==> src/rtl/mp_uart_rx_pkg.sv <==
package mp_uart_rx_pkg;

    localparam int BYTE_W = 8;

    localparam logic [1:0] SEL_ADDR = 2'd0;
    localparam logic [1:0] SEL_MASK = 2'd1;
    localparam logic [1:0] SEL_CTRL = 2'd2;

    localparam int CB_RI    = 0;
    localparam int CB_FILT  = 5;
    localparam int CB_VSEL  = 6;
    localparam int CB_TOP   = 7;

    typedef enum logic [1:0] {
        RX_IDLE,
        RX_START,
        RX_DATA,
        RX_STOP
    } rx_state_e;

    typedef struct packed {
        logic [BYTE_W-1:0] data;
        logic              bit9;
        logic              stop_ok;
    } rx_frame_t;

    // masked individual comparison: only mask-1 positions must agree
    function automatic logic given_hit(input logic [BYTE_W-1:0] rx,
                                       input logic [BYTE_W-1:0] own,
                                       input logic [BYTE_W-1:0] msk);
        return ((rx ^ own) & msk) == '0;
    endfunction

    // broadcast: every 1 of (own | msk) must be 1 in the byte
    function automatic logic bcast_hit(input logic [BYTE_W-1:0] rx,
                                       input logic [BYTE_W-1:0] own,
                                       input logic [BYTE_W-1:0] msk);
        return ((~rx) & (own | msk)) == '0;
    endfunction

endpackage

==> src/rtl/mp_rx_sync.sv <==
module mp_rx_sync #(
    parameter int STAGES = 2
) (
    input  logic clk,
    input  logic rst,
    input  logic din,
    output logic dout
);
    logic [STAGES-1:0] q;

    generate
        if (STAGES == 1) begin : g_single
            always_ff @(posedge clk) begin
                if (rst) q <= '1;
                else     q <= din;
            end
        end else begin : g_chain
            always_ff @(posedge clk) begin
                if (rst) q <= '1;
                else     q <= {q[STAGES-2:0], din};
            end
        end
    endgenerate

    assign dout = q[STAGES-1];
endmodule

==> src/rtl/mp_rx_framer.sv <==
module mp_rx_framer
    import mp_uart_rx_pkg::*;
#(
    parameter int OSR = 16
) (
    input  logic      clk,
    input  logic      rst,
    input  logic      tick,
    input  logic      rxs,
    output logic      done,
    output rx_frame_t frame
);
    localparam int CNT_W     = $clog2(OSR);
    localparam int HALF_LAST = OSR / 2 - 1;
    localparam int FULL_LAST = OSR - 1;
    localparam int NBITS     = BYTE_W + 1;
    localparam int IDX_W     = $clog2(NBITS + 1);

    rx_state_e        st;
    logic [CNT_W-1:0] cnt;
    logic [IDX_W-1:0] idx;
    logic [NBITS-1:0] sh;

    always_ff @(posedge clk) begin
        if (rst) begin
            st    <= RX_IDLE;
            cnt   <= '0;
            idx   <= '0;
            sh    <= '0;
            done  <= 1'b0;
            frame <= '0;
        end else begin
            done <= 1'b0;
            if (tick) begin
                unique case (st)
                    RX_IDLE: begin
                        if (!rxs) begin
                            st  <= RX_START;
                            cnt <= '0;
                        end
                    end
                    RX_START: begin
                        if (cnt == CNT_W'(HALF_LAST)) begin
                            cnt <= '0;
                            idx <= '0;
                            st  <= rxs ? RX_IDLE : RX_DATA;
                        end else begin
                            cnt <= cnt + 1'b1;
                        end
                    end
                    RX_DATA: begin
                        if (cnt == CNT_W'(FULL_LAST)) begin
                            cnt <= '0;
                            sh  <= {rxs, sh[NBITS-1:1]};
                            if (idx == IDX_W'(NBITS - 1)) st <= RX_STOP;
                            else                          idx <= idx + 1'b1;
                        end else begin
                            cnt <= cnt + 1'b1;
                        end
                    end
                    RX_STOP: begin
                        if (cnt == CNT_W'(FULL_LAST)) begin
                            cnt           <= '0;
                            st            <= RX_IDLE;
                            done          <= 1'b1;
                            frame.data    <= sh[BYTE_W-1:0];
                            frame.bit9    <= sh[NBITS-1];
                            frame.stop_ok <= rxs;
                        end else begin
                            cnt <= cnt + 1'b1;
                        end
                    end
                endcase
            end
        end
    end
endmodule

==> src/rtl/mp_addr_filter.sv <==
module mp_addr_filter
    import mp_uart_rx_pkg::*;
(
    input  logic              filt_en,
    input  logic [BYTE_W-1:0] own_addr,
    input  logic [BYTE_W-1:0] addr_mask,
    input  logic [BYTE_W-1:0] rx_data,
    input  logic              rx_bit9,
    output logic              accept
);
    logic hit_given;
    logic hit_bcast;

    always_comb begin
        hit_given = given_hit(rx_data, own_addr, addr_mask);
        hit_bcast = bcast_hit(rx_data, own_addr, addr_mask);
        accept    = !filt_en || (rx_bit9 && (hit_given || hit_bcast));
    end
endmodule

==> src/rtl/mp_rx_regs.sv <==
module mp_rx_regs
    import mp_uart_rx_pkg::*;
(
    input  logic              clk,
    input  logic              rst,
    input  logic              we,
    input  logic [1:0]        sel,
    input  logic [BYTE_W-1:0] wdata,
    input  logic              done,
    input  rx_frame_t         frame,
    input  logic              accept,
    output logic [BYTE_W-1:0] own_addr,
    output logic [BYTE_W-1:0] addr_mask,
    output logic              filt_en,
    output logic              ri,
    output logic              fe,
    output logic [BYTE_W-1:0] rx_byte,
    output logic              rx_bit9,
    output logic              ctrl_top
);
    logic vsel;
    logic mode_top;
    logic ctrl_wr;
    logic ri_n;
    logic fe_n;
    logic load;
    logic unused_wbits;

    assign unused_wbits = ^wdata[CB_FILT-1:CB_RI+1];

    always_comb begin
        ctrl_wr = we && (sel == SEL_CTRL);
        ri_n    = ri;
        fe_n    = fe;
        load    = 1'b0;
        if (ctrl_wr) begin
            ri_n = wdata[CB_RI];
            if (wdata[CB_VSEL]) fe_n = wdata[CB_TOP];
        end
        // hardware set is applied last so it wins a same-cycle clear
        if (done) begin
            if (frame.stop_ok) begin
                if (accept) begin
                    ri_n = 1'b1;
                    load = 1'b1;
                end
            end else begin
                fe_n = 1'b1;
            end
        end
    end

    always_ff @(posedge clk) begin
        if (rst) begin
            own_addr  <= '0;
            addr_mask <= '0;
            filt_en   <= 1'b0;
            vsel      <= 1'b0;
            mode_top  <= 1'b0;
            ri        <= 1'b0;
            fe        <= 1'b0;
            rx_byte   <= '0;
            rx_bit9   <= 1'b0;
        end else begin
            ri <= ri_n;
            fe <= fe_n;
            if (we && sel == SEL_ADDR) own_addr  <= wdata;
            if (we && sel == SEL_MASK) addr_mask <= wdata;
            if (ctrl_wr) begin
                filt_en <= wdata[CB_FILT];
                vsel    <= wdata[CB_VSEL];
                if (!wdata[CB_VSEL]) mode_top <= wdata[CB_TOP];
            end
            if (load) begin
                rx_byte <= frame.data;
                rx_bit9 <= frame.bit9;
            end
        end
    end

    assign ctrl_top = vsel ? fe : mode_top;
endmodule

==> src/rtl/mp_uart_rx.sv <==
module mp_uart_rx
    import mp_uart_rx_pkg::*;
#(
    parameter int OSR         = 16,
    parameter int SYNC_STAGES = 2
) (
    input  logic              clk,
    input  logic              rst,
    input  logic              os_tick,
    input  logic              rxd,
    input  logic              reg_we,
    input  logic [1:0]        reg_sel,
    input  logic [BYTE_W-1:0] reg_wdata,
    output logic [BYTE_W-1:0] rx_byte,
    output logic              rx_bit9,
    output logic              ri,
    output logic              fe,
    output logic              ctrl_top
);
    logic              rxs;
    logic              frame_done;
    rx_frame_t         frame;
    logic              accept;
    logic              filt_en;
    logic [BYTE_W-1:0] own_addr;
    logic [BYTE_W-1:0] addr_mask;

    mp_rx_sync #(.STAGES(SYNC_STAGES)) u_sync (
        .clk  (clk),
        .rst  (rst),
        .din  (rxd),
        .dout (rxs)
    );

    mp_rx_framer #(.OSR(OSR)) u_framer (
        .clk   (clk),
        .rst   (rst),
        .tick  (os_tick),
        .rxs   (rxs),
        .done  (frame_done),
        .frame (frame)
    );

    mp_addr_filter u_filter (
        .filt_en   (filt_en),
        .own_addr  (own_addr),
        .addr_mask (addr_mask),
        .rx_data   (frame.data),
        .rx_bit9   (frame.bit9),
        .accept    (accept)
    );

    mp_rx_regs u_regs (
        .clk       (clk),
        .rst       (rst),
        .we        (reg_we),
        .sel       (reg_sel),
        .wdata     (reg_wdata),
        .done      (frame_done),
        .frame     (frame),
        .accept    (accept),
        .own_addr  (own_addr),
        .addr_mask (addr_mask),
        .filt_en   (filt_en),
        .ri        (ri),
        .fe        (fe),
        .rx_byte   (rx_byte),
        .rx_bit9   (rx_bit9),
        .ctrl_top  (ctrl_top)
    );
endmodule

==> config.mk <==
export PLATFORM = sky130hd
export DESIGN_NAME = mp_uart_rx
export DESIGN_NICKNAME = d
export VERILOG_FILES = /design/src/rtl/mp_uart_rx_pkg.sv /design/src/rtl/mp_rx_sync.sv /design/src/rtl/mp_rx_framer.sv /design/src/rtl/mp_addr_filter.sv /design/src/rtl/mp_rx_regs.sv /design/src/rtl/mp_uart_rx.sv
export SDC_FILE = /design/constraint.sdc
export NUM_CORES = 1
export LEC_CHECK = 0
export BUFFER_PORTS_ARGS = -buffer_cell sky130_fd_sc_hd__buf_2
export CORE_ASPECT_RATIO = 0.5
export CORE_MARGIN = 1.5
export CORE_UTILIZATION = 35
export DETAILED_ROUTE_END_ITERATION = 7
export SYNTH_ARGS = -nofsm -noshare
export SYNTH_HDL_FRONTEND = slang
export SYNTH_SLANG_ARGS = --single-unit
==> constraint.sdc <==
create_clock -name clk -period 2.7 [get_ports clk]
set_input_delay 0.135 -clock clk [delete_from_list [all_inputs] [get_ports clk]]
set_output_delay 0.135 -clock clk [all_outputs]
set_load 0.05 [all_outputs]
==> impl_metrics.ini <==
[worst_setup_path]
cpPeakStageDelay_ps = 590
critPathSlowestCell = nor2_2
cp_top_family = simple AND/OR/NAND/NOR gates
path_max_fanout = 9
timing.critical_path.buf_inv = 0
critPathRequiredTime_ps = 2890
crit_chain = ha_1, nand4_1, nor2_2, mux2i_1, nor2_1
criticalPathCategory = register to register
endpoint_kind = register
arrival_ps = 2090
start_kind = register
r2r_cells = 5
path_depth = 5

[detailed_routing]
drt_iter0_drc = 60
routed_wl_um = 5496
route.vias.total = 2020
routed_via_density = 4.903
first_pass_iters = 4
wl_per_cell_um = 13.34
drcViolationCount = 0
ant_nets = 0

[logic_synthesis]
yosysUniqueCellTypes = 34
syn_area_um2 = 2665
synth_top_cell_by_area = dfxtp_1
syn_nets = 299
async_reset_ff_share_pct = 0
synth_edf_count = 0
ys_seq_area_share_pct = 46.57
synth-main-ff-cell = dfxtp_1
synth_seq_cells = 62
syn_area_per_cell_um2 = 9.484
synth_top_cells_by_area = dfxtp_1 47%, mux2i_1 18%, nor2_1 7.6%
synth_top_area_share_pct = 46.57
yosys_warnings = 0
netlist_instances = 281

[clock_tree]
cts_tree = done
post_cts_buffers = 0
cts.sinks = 62
cts-resized-gates = 0
numCtsBuffers = 9
cts.hold.buffers_added = 1
clockBufferDepth = 2
clock_latency_ps = 330
h-tree-depth = 3
cts_root_buf = clkbuf_16
clkSlewWorstSetupHoldPaths_ps = 60

[power]
vdd_drop_max_mv = 0.2841
power_density_nw_per_um2 = 687.8
p_comb_share_pct = 4.5
internal_power_mw = 1.697
seqPwrFrac_pct = 42.7
swShare_pct = 22.99
power_mw = 2.204
clkPwrFrac_pct = 52.8
power.net_switching_uw = 506.7
leakagePower_nw = 1.274

[placed_design]
gp_congestion = 0.8163
hpwl_um = 3855
dp_cells = 395
io_buffer_count = 26
pre_cts_ws_ps = 792.7
dpl-instance-area_um2 = 2889

[timing]
timing.final.ws_setup_ps = 797.5
holdWs_ps = 63.17
setup_violations = 0
fin_crit_sh_pct = 70.46
rsz0062_at_grt = false
worst_pin_slew_ps = 668.2
hold_viol_final = 0
drv_slew = 0
fin_skew_ps = 9.635
fin_tns_setup_ps = 0
min_period_ps = 1903
fmax_mhz = 525.6
maxSlewHeadroom_pct = 55.41

[hold_path]
worstHoldPathCells = 3
hold_path_class = input pin to register

[floorplanning]
die_height_um = 64.71
start_util_pct = 36.26
design.core.area_um2 = 7350
rows = 22
die_x_um = 126.4
io_pins = 27
die_area_um2 = 8179

[cells_and_area]
seq_area_um2 = 1241
multi_input_area_um2 = 1360
layout-drive-gt1-share_pct = 16.77
nFillCells = 713
insertedDiodeCount = 0
area_growth_pct = 20.23
nets = 329
finalNonFillerCells = 412
finalInstanceArea_um2 = 3204
final_core_util_pct = 43.60

[global_routing]
grt_pass1_vias = 1982
grt_pass1_wl_um = 9190
grt_max_degree = 43
globalRouteTotalUtil_pct = 14.49
overflow = 0
grt_antenna_before_repair = 0

[run_status]
status = finished clean

[run]
drv_cap = 0
layout by cell type, fill, tap and decap left out, types with 2 or more instances in the layout:
master,count
or4_1,2
dfxtp_1,62
inv_6,3
buf_2,26
nor2_2,2
buf_4,3
nand4_1,2
ha_1,3
o211ai_1,2
xor2_1,9
nand2_1,7
mux2i_1,49
nand4b_1,2
a21oi_1,10
inv_1,4
mux2_2,2
o22ai_1,4
clkinvlp_4,2
o21ai_0,6
clkbuf_16,9
a31oi_1,2
nor3b_1,2
or2_2,3
nor2_1,54
nand3b_1,3
a22oi_1,5
nand2b_1,20
nand3_1,6
nor2b_1,2
tightest hold or removal path: cells and delay by family:
kind | cells | cell delay [ps]
and+or+nand+nor | 1 | 70
buffers and inverters | 1 | 90
muxes | 1 | 60
sequential cells by signal, indices dropped and copies added (netlist names), 2 cells and up, named ones only:
name              cells
u_framer.sh           9
u_regs.addr_mask      8
u_regs.rx_byte        8
u_sync.q              2
u_framer.idx          4
u_regs.own_addr       8
u_framer.cnt          4
u_framer.frame       10
routing by layer:
layer	GRT usage [%]	vias up	wire length (um)	share of wire, %
met1	16.69	968	2668	49
met5	0	-	0	0
li1	-	1024	-	-
met3	5.863	6	191	3.5
met4	5.172	0	65	1.2
met2	24.59	22	2572	47
power by group through the flow:
stage | logic (mW) | registers [mW] | clock network, mW
finish | 0.0984 | 0.941 | 1.16
CTS | 0.0988 | 0.941 | 1.19
global placement | 0.0952 | 0.960 | 0
global route | 0.108 | 0.943 | 1.24
detailed placement | 0.0970 | 0.960 | 0
floorplan | 0.0652 | 0.960 | 0
logic make-up (layout without fill, tap and decap cells):
| kind of cell | count (synthesis) | after routing | share of synthesized area [%] |
|---|---|---|---|
| compound gates | 31 | 31 | 7.089 |
| xor+xnor | 9 | 9 | 2.958 |
| fa+ha+maj | 3 | 3 | 1.409 |
| buf+inv | 15 | 50 | 2.394 |
| flops | 62 | 62 | 46.57 |
| mux | 51 | 51 | 19.25 |
| simple gates | 110 | 110 | 20.33 |
layout make-up:
type / instances / share of cell area, %
multi-input combinational: 204 / 42.44
sequential: 62 / 38.73
clock buffer: 9 / 7.029
timing repair buffer: 30 / 5.076
tap: 96 / 3.749
clock inverter: 7 / 2.499
inverter: 4 / 0.4686
path summary, 6_finish.rpt:
kind                                            end  slack, ps             from
worst max register to register       u_framer.sh[7]        800  u_framer.cnt[0]
worst min register to register          u_sync.q[1]        420      u_sync.q[0]
worst max-delay path                 u_framer.sh[7]        800  u_framer.cnt[0]
worst min-delay path            u_regs.addr_mask[2]         60     reg_wdata[2]
synthesized netlist by cell type (2+ instances only):
| master | instances |
|---|---|
| or4_1 | 2 |
| nor3b_1 | 2 |
| nand4_1 | 2 |
| nand2b_1 | 20 |
| nand3b_1 | 3 |
| mux2i_1 | 49 |
| o22ai_1 | 4 |
| a22oi_1 | 5 |
| o21ai_0 | 6 |
| xor2_1 | 9 |
| nand4b_1 | 2 |
| clkbuf_1 | 8 |
| nand2_1 | 7 |
| or2_2 | 3 |
| inv_1 | 4 |
| ha_1 | 3 |
| buf_4 | 2 |
| a21oi_1 | 10 |
| a31oi_1 | 2 |
| nand3_1 | 6 |
| nor2_2 | 2 |
| nor2_1 | 54 |
| dfxtp_1 | 62 |
| o211ai_1 | 2 |
| nor2b_1 | 2 |
| mux2_2 | 2 |
Note: power is estimated with default switching activity, not from simulation.
